File: src/rtl/usb_pkt_parser_pkg.sv
package usb_pkt_parser_pkg;

  typedef enum logic [1:0] {
    EVT_START = 2'd0,
    EVT_BIT   = 2'd1,
    EVT_STOP  = 2'd2,
    EVT_STUFF = 2'd3
  } evt_e;

  typedef enum logic [1:0] {
    OUT_START  = 2'd0,
    OUT_STREAM = 2'd1,
    OUT_STOP   = 2'd2
  } outCtl_e;

  typedef enum logic [2:0] {
    ST_IDLE  = 3'd0,
    ST_SYNC  = 3'd1,
    ST_PID   = 3'd2,
    ST_HS    = 3'd3,
    ST_TOKEN = 3'd4,
    ST_DATA  = 3'd5
  } parseState_e;

  localparam int STAT_W    = 7;
  localparam int S_CRC     = 0;
  localparam int S_STUFF   = 1;
  localparam int S_OVF     = 2;
  localparam int S_NAK     = 3;
  localparam int S_STALL   = 4;
  localparam int S_ACK     = 5;
  localparam int S_TOGGLE  = 6;

  typedef struct packed {
    logic clear;
    logic crcEn;
  } dpStrobe_t;

endpackage

File: src/rtl/usb_crc_serial.sv
module usb_crc_serial #(
  parameter int          WIDTH = 5,
  parameter logic [15:0] POLY  = 16'h0005,
  parameter logic [15:0] RESID = 16'h000C
) (
  input  logic clk,
  input  logic rst,
  input  logic clear,
  input  logic shiftEn,
  input  logic dataBit,
  output logic match
);
  logic [WIDTH-1:0] crcReg;
  logic             feedback;

  assign feedback = crcReg[WIDTH-1] ^ dataBit;
  assign match    = (crcReg == RESID[WIDTH-1:0]);

  always_ff @(posedge clk) begin
    if (rst || clear) begin
      crcReg <= '1;
    end else if (shiftEn) begin
      crcReg <= {crcReg[WIDTH-2:0], 1'b0} ^ (feedback ? POLY[WIDTH-1:0] : '0);
    end
  end
endmodule

File: src/rtl/usb_pkt_datapath.sv
module usb_pkt_datapath
  import usb_pkt_parser_pkg::*;
#(
  parameter int BYTE_W = 8
) (
  input  logic              clk,
  input  logic              rst,
  input  logic              evtValid,
  input  logic [1:0]        evtCode,
  input  logic              evtBit,
  input  dpStrobe_t         strb,
  output logic [BYTE_W-1:0] byteVal,
  output logic              byteDone,
  output logic              crc5Ok,
  output logic              crc16Ok
);
  localparam int CNT_W = $clog2(BYTE_W);

  logic [BYTE_W-1:0] shiftReg;
  logic [CNT_W-1:0]  bitCnt;
  logic              isBit;

  assign isBit    = evtValid && (evtCode == EVT_BIT);
  assign byteVal  = {evtBit, shiftReg[BYTE_W-1:1]};
  assign byteDone = isBit && (bitCnt == CNT_W'(BYTE_W-1));

  always_ff @(posedge clk) begin
    if (rst || strb.clear) begin
      bitCnt   <= '0;
      shiftReg <= '0;
    end else if (isBit) begin
      bitCnt   <= byteDone ? '0 : bitCnt + 1'b1;
      shiftReg <= byteVal;
    end
  end

  usb_crc_serial #(.WIDTH(5), .POLY(16'h0005), .RESID(16'h000C)) crc5 (
    .clk(clk), .rst(rst), .clear(strb.clear),
    .shiftEn(isBit && strb.crcEn), .dataBit(evtBit), .match(crc5Ok)
  );

  usb_crc_serial #(.WIDTH(16), .POLY(16'h8005), .RESID(16'h800D)) crc16 (
    .clk(clk), .rst(rst), .clear(strb.clear),
    .shiftEn(isBit && strb.crcEn), .dataBit(evtBit), .match(crc16Ok)
  );
endmodule

File: src/rtl/usb_pkt_control.sv
module usb_pkt_control
  import usb_pkt_parser_pkg::*;
#(
  parameter int          BYTE_W   = 8,
  parameter logic [7:0]  SYNC_PAT = 8'h80
) (
  input  logic              clk,
  input  logic              rst,
  input  logic              evtValid,
  input  logic [1:0]        evtCode,
  input  logic              fifoFull,
  input  logic              nakMode,
  input  logic [BYTE_W-1:0] byteVal,
  input  logic              byteDone,
  input  logic              crc5Ok,
  input  logic              crc16Ok,
  output dpStrobe_t         strb,
  output logic              fifoValid,
  output logic [1:0]        fifoCtl,
  output logic [BYTE_W-1:0] fifoData,
  output logic              statValid,
  output logic [STAT_W-1:0] statWord
);
  parseState_e       state;
  logic [STAT_W-1:0] status;
  logic [STAT_W-1:0] finalWord;
  logic              isStart, isStop, isStuff, classified, crcErr, endPkt;

  assign isStart    = evtValid && (evtCode == EVT_START);
  assign isStop     = evtValid && (evtCode == EVT_STOP);
  assign isStuff    = evtValid && (evtCode == EVT_STUFF);
  assign classified = (state == ST_HS) || (state == ST_TOKEN) || (state == ST_DATA);
  assign endPkt     = classified && (isStop || isStuff);
  assign strb.clear = isStart;
  assign strb.crcEn = (state == ST_TOKEN) || (state == ST_DATA);

  always_comb begin
    crcErr    = ((state == ST_TOKEN) && !crc5Ok) || ((state == ST_DATA) && !crc16Ok);
    finalWord = status;
    if (isStuff) finalWord[S_STUFF] = 1'b1;
    else if (crcErr) finalWord[S_CRC] = 1'b1;
  end

  always_ff @(posedge clk) begin
    if (rst) begin
      state     <= ST_IDLE;
      status    <= '0;
      fifoValid <= 1'b0;
      fifoCtl   <= '0;
      fifoData  <= '0;
      statValid <= 1'b0;
      statWord  <= '0;
    end else begin
      fifoValid <= 1'b0;
      statValid <= 1'b0;
      if (isStart) begin
        state  <= ST_SYNC;
        status <= '0;
      end else if (endPkt) begin
        state     <= ST_IDLE;
        statValid <= 1'b1;
        statWord  <= finalWord;
        if (state == ST_DATA && !nakMode) begin
          fifoValid <= 1'b1;
          fifoCtl   <= OUT_STOP;
          fifoData  <= BYTE_W'(finalWord);
        end
      end else begin
        unique case (state)
          ST_SYNC: begin
            if (isStop || isStuff) state <= ST_IDLE;
            else if (byteDone) state <= (byteVal == SYNC_PAT) ? ST_PID : ST_IDLE;
          end
          ST_PID: begin
            if (isStop || isStuff) state <= ST_IDLE;
            else if (byteDone) begin
              if (byteVal[7:4] != ~byteVal[3:0]) state <= ST_IDLE;
              else begin
                unique case (byteVal[1:0])
                  2'b01: state <= ST_TOKEN;
                  2'b10: begin
                    state <= ST_HS;
                    status[S_ACK]   <= (byteVal[3:2] == 2'b00);
                    status[S_NAK]   <= (byteVal[3:2] == 2'b10);
                    status[S_STALL] <= (byteVal[3:2] == 2'b11);
                  end
                  2'b11: begin
                    state <= ST_DATA;
                    status[S_TOGGLE] <= byteVal[3];
                    if (!nakMode) begin
                      fifoValid <= 1'b1;
                      fifoCtl   <= OUT_START;
                      fifoData  <= byteVal;
                    end
                  end
                  default: state <= ST_IDLE;
                endcase
              end
            end
          end
          ST_DATA: begin
            if (byteDone && !nakMode) begin
              if (fifoFull) status[S_OVF] <= 1'b1;
              else begin
                fifoValid <= 1'b1;
                fifoCtl   <= OUT_STREAM;
                fifoData  <= byteVal;
              end
            end
          end
          default: ;
        endcase
      end
    end
  end
endmodule

File: src/rtl/usb_pkt_parser.sv
module usb_pkt_parser
  import usb_pkt_parser_pkg::*;
#(
  parameter int         BYTE_W   = 8,
  parameter logic [7:0] SYNC_PAT = 8'h80
) (
  input  logic              clk,
  input  logic              rst,
  input  logic              evtValid,
  input  logic [1:0]        evtCode,
  input  logic              evtBit,
  input  logic              fifoFull,
  input  logic              nakMode,
  output logic              fifoValid,
  output logic [1:0]        fifoCtl,
  output logic [BYTE_W-1:0] fifoData,
  output logic              statValid,
  output logic [6:0]        statWord
);
  dpStrobe_t         strb;
  logic [BYTE_W-1:0] byteVal;
  logic              byteDone, crc5Ok, crc16Ok;

  usb_pkt_datapath #(.BYTE_W(BYTE_W)) dp (
    .clk(clk), .rst(rst), .evtValid(evtValid), .evtCode(evtCode), .evtBit(evtBit),
    .strb(strb), .byteVal(byteVal), .byteDone(byteDone), .crc5Ok(crc5Ok), .crc16Ok(crc16Ok)
  );

  usb_pkt_control #(.BYTE_W(BYTE_W), .SYNC_PAT(SYNC_PAT)) ctl (
    .clk(clk), .rst(rst), .evtValid(evtValid), .evtCode(evtCode),
    .fifoFull(fifoFull), .nakMode(nakMode), .byteVal(byteVal), .byteDone(byteDone),
    .crc5Ok(crc5Ok), .crc16Ok(crc16Ok), .strb(strb),
    .fifoValid(fifoValid), .fifoCtl(fifoCtl), .fifoData(fifoData),
    .statValid(statValid), .statWord(statWord)
  );
endmodule

File: config.mk
export PLATFORM = sky130hd
export DESIGN_NAME = usb_pkt_parser
export DESIGN_NICKNAME = d
export VERILOG_FILES = /design/src/rtl/usb_pkt_parser_pkg.sv /design/src/rtl/usb_crc_serial.sv /design/src/rtl/usb_pkt_datapath.sv /design/src/rtl/usb_pkt_control.sv /design/src/rtl/usb_pkt_parser.sv
export SDC_FILE = /design/constraint.sdc
export NUM_CORES = 1
export LEC_CHECK = 0
export ABC_AREA = 1
export BUFFER_PORTS_ARGS = -buffer_cell sky130_fd_sc_hd__buf_2
export CORE_MARGIN = 2
export CORE_UTILIZATION = 52
export DETAILED_ROUTE_END_ITERATION = 7
export PLACE_DENSITY = 0.75
export SYNTH_ARGS = -nofsm -noshare
export SYNTH_HDL_FRONTEND = slang
export SYNTH_SLANG_ARGS = --single-unit
export TNS_END_PERCENT = 1
File: constraint.sdc
create_clock -name clk -period 1.6 [get_ports clk]
set_clock_uncertainty 0.2 [all_clocks]
set_input_delay 0.32 -clock clk [delete_from_list [all_inputs] [get_ports clk]]
set_output_delay 0.32 -clock clk [all_outputs]
set_load 0.005 [all_outputs]
# Yosys cells after proc, flatten, opt, wreduce, memory -nomap -nowiden
# Cells that the tools add are included.
dict set report word_totals {
  regBits 59
  latch_bits 0
  ram_bits 0
  romBits 0
  in_bits 8
  out_inout_bits 19
  wordCells 135
  memories 0
}
dict set report op_classes {
  n_addsub 1
  mul 0
  div_mod_pow 0
  magnitude_cmp 0
  eq_ne 30
  shifts 0
  n_mux 47
  n_bitwise 9
  reduce_logical 34
}
# cell n
set ops {}
lappend ops {{$mux W8} 9}
lappend ops {{$mux W3} 7}
lappend ops {{$mux W2} 10}
lappend ops {{$ne A3 B2 Y1 const B} 6}
lappend ops {{$eq A16 B16 Y1 const B} 1}
lappend ops {{$mux W16} 1}
lappend ops {{$pmux W8 S2} 1}
lappend ops {{$xor A16 B16 Y16} 1}
lappend ops {{$mux W1} 15}
lappend ops {{$eq A2 B2 Y1 const B} 6}
lappend ops {{$reduce_and A6 Y1} 2}
lappend ops {{$logic_and A1 B1 Y1} 11}
lappend ops {{$ne A5 B1 Y1 const B} 2}
lappend ops {{$reduce_and A10 Y1} 1}
lappend ops {{$eq A3 B3 Y1 const B} 3}
lappend ops {{$ne A3 B1 Y1 const B} 3}
lappend ops {{$pmux W3 S3} 1}
lappend ops {{$eq A8 B8 Y1 const B} 1}
lappend ops {{$eq A3 B2 Y1 const B} 2}
lappend ops {{$logic_or A1 B1 Y1} 6}
lappend ops {{$pmux W3 S2} 1}
lappend ops {{$reduce_and A3 Y1} 2}
lappend ops {{$eq A5 B4 Y1 const B} 1}
lappend ops {{$xor A5 B3 Y5} 1}
lappend ops {{19 further kinds} 27}

# Depth between registers and ports, before layout
# Gate-level depths: netlist of run 1.
dict set report logic_depth {
  word_depth 8
  ltp_mapped 11
  depth_no_buf 11
}

# Modules after synthesis
# From an unflattened synthesis of run 1, not the netlist that was laid out.
dict set report hier_totals {
  cells_unflattened 433
  hier_area_um2 2996.6
}
# mod instances cells_per_inst area_per_inst_um2 seq_area_each_um2
set modules_own_cells {}
lappend modules_own_cells {usb_pkt_control 1 233 1505.2 540.5}
lappend modules_own_cells {{usb_crc_serial (dp.crc16)} 1 92 770.7 320.3}
lappend modules_own_cells {usb_pkt_datapath 1 77 495.5 200.2}
lappend modules_own_cells {{usb_crc_serial (dp.crc5)} 1 31 225.2 100.1}

# Least setup slack after synthesis of run 1
# No wires, ideal clock.
dict set report synth_timing {
  kind {reg-to-reg}
  startpoint {register dp.bitCnt[0]}
  endpoint {register ctl.fifoData[0]}
  setup_time_ns 0.113
  t_arrival_ns 1.361
  t_required_ns 1.287
  setup_slack_ns -0.074
  path_stages_with_launch 11
  path_buffers 1
  period_less_slack_ns 1.674
  path_cell_list {dfxtp_1 -> ha_1 -> ha_1 -> nand2_2 -> nand2_1 -> nand2_1 -> nor2_2 -> nand3_4 -> buf_6 -> nor2_1 -> nor2_1}
}
dict set report synth_between {
  elab_chain_len 5
  word_cells_on_any_way 6
  cone_classes {eq/ne: 3; reduce/logical: 3}
}
# item line_no
set synth_lines {}
lappend synth_lines {{start: declaration} usb_pkt_datapath.sv:20} ;# logic [CNT_W-1:0] bitCnt;
lappend synth_lines {{start signal: assignment} usb_pkt_datapath.sv:32} ;# bitCnt <= byteDone ? '0 : bitCnt + 1'b1;
lappend synth_lines {{$eq A3 B3 Y1 (*)} usb_pkt_datapath.sv:25} ;# assign byteDone = isBit && (bitCnt == CNT_W'(BYTE_W-1));
lappend synth_lines {{$logic_and A1 B1 Y1 (*)} usb_pkt_datapath.sv:25}
lappend synth_lines {{$logic_and A1 B1 Y1} usb_pkt_control.sv:102} ;# if (byteDone && !nakMode) begin
lappend synth_lines {{$ne A3 B2 Y1 (no line)} -}
lappend synth_lines {{$reduce_and A10 Y1 (no line) (*)} -}
lappend synth_lines {{end signal: assignment} usb_pkt_control.sv:66} ;# fifoData <= BYTE_W'(finalWord);
lappend synth_lines {{end signal: assignment} usb_pkt_control.sv:93} ;# fifoData <= byteVal;
lappend synth_lines {{end signal: assignment} usb_pkt_control.sv:107} ;# fifoData <= byteVal;
lappend synth_lines {{end: declaration} usb_pkt_control.sv:20} ;# output logic [BYTE_W-1:0] fifoData,
# Mark *: on every way between the ends. The rest lies on a longest branch, timed or not.
# A chain may end at the register's enable or synchronous reset.

# Final worst setup path of run 1
dict set report layout_timing {
  startpoint {register dp.bitCnt[0]}
  endpoint {register ctl.fifoData[5]}
}
# The elaborated chain is that of the path after synthesis.

==> metrics.cfg, run 1 <==
[floorplan]
io_pins=27
fp.dieW_um=75.1
num_rows=25
initial_utilization=0.549
die_h_um=75.1
die_area_um2=5630
core_um2=4790

[synth]
synth_top_area_share=0.442
syn_inst=364
synth_edf_count=0
synth_seq_cells=58
async_flop_share=0
synth_top_flop_cell=dfxtp_1
yosys.area.top_type=dfxtp_1
postSynthNetCount=374
synth_area_um2=2630
synth.most_common_cell=nand2_1
yosysSeqAreaShare=0.442
synth.top_cells.by_count=88 x nand2_1, 58 x dfxtp_1, 42 x inv_1
synth.distinct_cells=30
yosys_warnings=0
synthTopCellsByArea=dfxtp_1 44%, nand2_1 13%, inv_1 6.0%
syn_area_per_cell_um2=7.22

[detailed_routing]
first_pass_iters=5
drt_iter0_markers=169
wl_mm=7.22
vias=2746
drc=0
antenna_left=0
wire_per_inst_um=13.7
drt-vias-per-instance=5.20

[worst_hold_path]
hp-start=fifoFull
whs_path_depth=4
whs_endpoint=ctl.fifoCtl[0]
holdCritPathClass=in2reg

[global_route]
use_met1=0.341
grtUsageMet2=0.410
grt_max_degree=25
antenna_found_initial=0
grt_pass1_wl_mm=11.1
grt-busiest-layer=met2
use_met3=0.0482
grt_pass1_vias=2504
grt_overflow=0
track_usage=0.263

[final_layout]
multi_input_area_um2=1360
fill_cells=334
register_area_um2=1170
layout-drive-gt1-share=0.341
syn_to_final_growth_pct=39.7
fin_cells=528
final_nets=468
antenna_cells=0

[timing]
fmax_mhz=559
setup_viol=15
max_slew_margin=0.765
timing.final.hold_violations=0
tightestPinTransition_ns=0.349
fin_crit_ns=1.79
finalCritPeriodShare=1.12
layout_setup_ws_ns=-0.187
drv_slew=0
rsz0062_at_grt=true

[worst_setup_path]
worstPathRequired_ns=1.68
crit_family=simple AND/OR/NAND/NOR gates
cp_slowest_cell=dfxtp_2
path_buf_inv=1
r2r_slack_ns=-0.19
crit_type=reg2reg
r2r_start=dp.bitCnt[0]
cp-start-kind=register
rr_worst_depth=11
max_stage_delay_ns=0.35
crit_arrival_ns=1.86
critPathMaxFanout=5
reg2reg_to=ctl.fifoData[5]
path_cells=ha_4 -> ha_4 -> nand2_4 -> nand2_2 -> nand2_2 -> nor2_4 -> buf_6 -> nand3_4 -> nand2_1 -> nand2_1 -> nor2_1
endpoint_kind=register

[place]
dp_hpwl_mm=4.43
dp_cells=499
io_buffer_count=26
preCtsSetupSlack_ns=-0.181
gp_congestion=0.911

[clock_tree]
h-tree-depth=3
ctsLongestPathBuffers=2
tritoncts=yes
root_buffer=clkbuf_8
clock_latency_ns=0.34
clock-sinks=58
cts_buffers=9
path_clk_slew_ns=0.06

[pwr]
leakage_nw=1.78
p_per_area_nw_per_um2=862
max-vdd-ir-drop_uv=653

[flow_run]
drv_cap=0

[outcome]
status=finished, violations left
violations=setup timing

-- worst register-to-register path: cells and delay by family, from the launching register on --
family	cells	cell delay (ns)
simple gates	8	0.74
flops	1	0.35
buf+inv	1	0.14
fa+ha+maj	2	0.29
-- registers in the layout (all words and copies together) (netlist names), 2 cells and up --
signal           flops
ctl.statWord         7
ctl.fifoCtl          2
ctl.status           5
dp.crc16.crcReg     16
ctl.fifoData         8
ctl.state            3
dp.crc5.crcReg       5
dp.shiftReg          7
dp.bitCnt            3
-- how the worst max path moves through the flow --
stage                      start              end  depth (start not counted)
finish              dp.bitCnt[0]  ctl.fifoData[5]                         11
global route        ctl.state[2]  ctl.fifoData[0]                         10
CTS                 dp.bitCnt[0]    ctl.status[3]                          7
detailed placement      evtValid  ctl.fifoData[4]                         10
global placement      evtCode[0]   dp.shiftReg[4]                          9
floorplan           dp.bitCnt[1]  ctl.fifoData[3]                         10
-- metrics by stage --
| stage | utilization | cell area, um2 | hold slack [ns] | total power (W) | setup TNS, ns |
|---|---|---|---|---|---|
| 5_1_grt | 0.767 | 3670 | 0.159 | 0.00327 | -3.14 |
| 3_5_place_dp | 0.672 | 3210 | 0.251 | 0.00170 | -4.07 |
| 4_1_cts | 0.748 | 3580 | 0.137 | 0.00317 | -0.354 |
| 2_1_floorplan | - | 2660 | 0.237 | 0.00160 | -0.106 |
| 3_3_place_gp | 0.672 | 3210 | 0.250 | 0.00170 | -3.01 |
| 6_report | 0.767 | 3670 | 0.141 | 0.00316 | -1.69 |
-- cells by family after synthesis --
kind of cell,synth area share
and+or+nand+nor,0.288
AOI/OAI and AO/OA,0.152
buffers and inverters,0.0986
DFF,0.442
xor gates and xnor gates,0.0100
adders and majority gates,0.00953
-- repair_timing --
action | in CTS | in global routing
hold endpoints to repair | 1 | 0
cloned | 3 | 0
setup buffers | 6 | 5
resized for setup | 20 | 15
hold buffers | 1 | 0
pin swaps | 11 | 11
endpoints found under the setup margin | 18 | 28
-- power breakdown --
group	switching, W	internal, W
logic	0.000133	0.000101
registers	0.0000106	0.00146
clock network	0.000562	0.000900
-- metal layers --
| layer | vias to the layer above | part of all wire |
|---|---|---|
| met5 | - | 0 |
| met4 | 0 | 0.035 |
| met3 | 29 | 0.058 |
| met2 | 90 | 0.46 |
| met1 | 1260 | 0.45 |
| li1 | 1367 | - |
-- layout by cell type, fill, tap and decap left out, drive strengths merged, types with 11 or more instances in the layout --
master	count
o211ai	14
dfxtp	58
nand3	18
a21oi	29
inv	49
o21ai	24
nand2	94
buf	92
clkbuf	11
nor2	43
-- layout make-up --
class	count	share of cell area
Inverter	50	0.0518
Sequential cell	58	0.319
Tap cell	67	0.0228
Clock buffer	11	0.0385
Clock inverter	3	0.0177
Multi-Input combinational cell	246	0.372
Timing Repair Buffer	93	0.179
Note: power is estimated with default switching activity, not from simulation.
==> inputs of run 2 (changes only) <==
--- a/config.mk
+++ b/config.mk
@@ -6,11 +6,13 @@
 export NUM_CORES = 1
 export LEC_CHECK = 0
 export ABC_AREA = 1
-export BUFFER_PORTS_ARGS = -buffer_cell sky130_fd_sc_hd__buf_2
+export BUFFER_PORTS_ARGS = -buffer_cell sky130_fd_sc_hd__clkbuf_2
 export CORE_MARGIN = 2
 export CORE_UTILIZATION = 52
 export DETAILED_ROUTE_END_ITERATION = 7
+export GPL_ROUTABILITY_DRIVEN = 0
 export PLACE_DENSITY = 0.75
+export SLEW_MARGIN = 20
 export SYNTH_ARGS = -nofsm -noshare
 export SYNTH_HDL_FRONTEND = slang
 export SYNTH_SLANG_ARGS = --single-unit
==> run 2 against run 1 <==
Effect of this change:
- the run still ends with setup timing left
- first-iteration DRC count fell by 2.4%
- clock power rose by 3%
- register-to-register slack improved by 0.05 ns
- fmax rose by 2.6%
- hold slack improved by 0.0088 ns
- final cell count fell by 1.7%
- non-clock buffer count fell by 10
- sequential share of layout area rose by 1.2 points
- combinational power fell by 5%
==> metrics.cfg, run 2 (synthesis gave the netlist of run 1 again) <==
[floorplan]
num_rows=25  ; unchanged
fp.dieW_um=75.1  ; unchanged
initial_utilization=0.549  ; unchanged
io_pins=27  ; unchanged
die_area_um2=5630  ; unchanged
core_um2=4790  ; unchanged
die_h_um=75.1  ; unchanged

[global_route]
grt_pass1_wl_mm=10.6  ; -3.9%
grt_pass1_vias=2341  ; -6.5%
grt_overflow=0  ; unchanged
antenna_found_initial=0  ; unchanged
grt_max_degree=24  ; -4.0%
track_usage=0.248  ; -0.0142

[final_layout]
multi_input_area_um2=1290  ; -5.0%
final_nets=457  ; -2.4%
largest_register_ffs=16  ; unchanged
fill_cells=357  ; +6.9%
syn_to_final_growth_pct=34.3
final_cell_mix=84 x nand2_1, 54 x dfxtp_1, 54 x buf_4
layout-drive-gt1-share=0.301  ; -0.0397
register_area_um2=1170  ; -0.32%
largest_register=dp.crc16.crcReg
fin_cells=519  ; -1.7%
antenna_cells=0  ; unchanged
layout_commonest_cell=nand2_1
utilization=0.737  ; -0.0295
reg_top3=dp.crc16.crcReg x16, ctl.fifoData x8

[worst_setup_path]
worstPathRequired_ns=1.64  ; -0.04 ns
cp-start-kind=register
endpoint_kind=register
critPathMaxFanout=5  ; unchanged
crit_type=reg2reg
crit_arrival_ns=1.78  ; -0.08 ns
rr_worst_depth=9  ; -2

[timing]
max_slew_margin=0.782  ; +0.0175
finalCritPeriodShare=1.09  ; -0.0282
fmax_mhz=574  ; +2.6%
setup_viol=15  ; unchanged
rsz0062_at_grt=true
layout_setup_ws_ns=-0.142  ; +0.0452 ns
fin_crit_ns=1.74  ; -0.0452 ns
drv_slew=0  ; unchanged
timing.final.hold_violations=0  ; unchanged
tns_ns=-1.07  ; +0.613 ns
tightestPinTransition_ns=0.323  ; -0.0260 ns

[clock_tree]
tritoncts=yes
cts_buffers=9  ; unchanged
root_buffer=clkbuf_8
h-tree-depth=3  ; unchanged
path_clk_slew_ns=0.07  ; about the same
clock-sinks=58  ; unchanged
clock_latency_ns=0.35  ; about the same
ctsLongestPathBuffers=2  ; unchanged

[place]
io_buffer_count=26  ; unchanged
dp_cells=500  ; +0.20%
dp_hpwl_mm=4.56  ; +2.9%

[pwr]
leakage_nw=1.70  ; -4.3%
max-vdd-ir-drop_uv=539  ; -18%
p_per_area_nw_per_um2=907  ; +5.2%
p_total_w=0.00320  ; +1.2%

[flow_run]
drv_cap=0  ; unchanged

[detailed_routing]
antenna_left=0  ; unchanged
wire_per_inst_um=12.5  ; -8.9%
drt_iter0_markers=165  ; -2.4%
wl_mm=6.46  ; -10%
drt-vias-per-instance=5.04  ; -3.1%
drc=0  ; unchanged
vias=2615  ; -4.8%
first_pass_iters=4  ; -1

[outcome]
status=finished, violations left
violations=setup timing

[worst_hold_path]
holdCritPathClass=in2reg
whs_path_depth=4  ; unchanged

[run 2: cell types whose count changed in the layout (fill, tap and decap cells not counted), moves of 2 or more]
cell / delta
buf_2: -26
clkbuf_2: +26
buf_4: -9
nor2_1: +6
nor2_2: -5
dfxtp_1: +3
dfxtp_2: -3
inv_2: +2
nand2_1: +2
nand2_4: -2
nand3_4: -2
[run 2: repair_timing]
item / in CTS / in global routing
pin swaps: 2 / 1
gates resized for setup: 9 / 7
buffers inserted: 0 / 0
hold buffers: 1 / 0
gates cloned: 1 / 1
endpoints found under the hold margin: 1 / 0
setup endpoints to repair: 17 / 21
[run 2: through the flow]
stage          cell area, um2  setup slack, ns  hold WS [ns]
2_1_floorplan            2660          -0.0130         0.237
5_1_grt                  3530           -0.234         0.162
3_5_place_dp             3230           -0.166         0.256
6_report                 3530           -0.142         0.150
3_3_place_gp             3230           -0.146         0.249
4_1_cts                  3500          -0.0620         0.122
[run 2: path summary, 6_finish.rpt]
check,start,to,slack [ns]
max,dp.bitCnt[1],ctl.fifoData[3],-0.14
min,fifoFull,ctl.fifoCtl[0],0.15
max reg2reg,dp.bitCnt[1],ctl.fifoData[3],-0.14
min reg2reg,ctl.status[3],ctl.status[3],0.26
[run 2: cell type report]
cell class / count / share of cell area
Inverter: 50 / 0.0532
Multi-Input combinational cell: 245 / 0.367
Timing Repair Buffer: 83 / 0.163
Tap cell: 67 / 0.0238
Clock inverter: 5 / 0.0220
Clock buffer: 11 / 0.0401
Sequential cell: 58 / 0.330
[run 2: routing by layer]
layer,part of all wire,wire (um),vias up,global-route usage
li1,-,-,1348,-
met1,0.49,3190,1203,0.351
met2,0.45,2910,52,0.369
met3,0.037,242,12,0.0455
met4,0.018,119,0,0.111
met5,0,0,-,0
[run 2: report_power, final]
group | switching [W] | total, W | internal, W | leakage [nW]
Sequential | 0.0000117 | 0.00147 | 0.00146 | 0.471
Clock | 0.000597 | 0.00151 | 0.000914 | 0.109
Combinational | 0.000126 | 0.000222 | 0.0000959 | 1.12
[run 2: worst max-delay path, cell delays in order, from the launching register on]
cell and delay (ns):
dfxtp_2 0.35, ha_4 0.15, ha_4 0.16, nand2_4 0.07, nand2_2 0.07, nand2_2 0.06, nor2_4 0.21, nand3_2 0.17
nor2_1 0.15, nor2_1 0.06
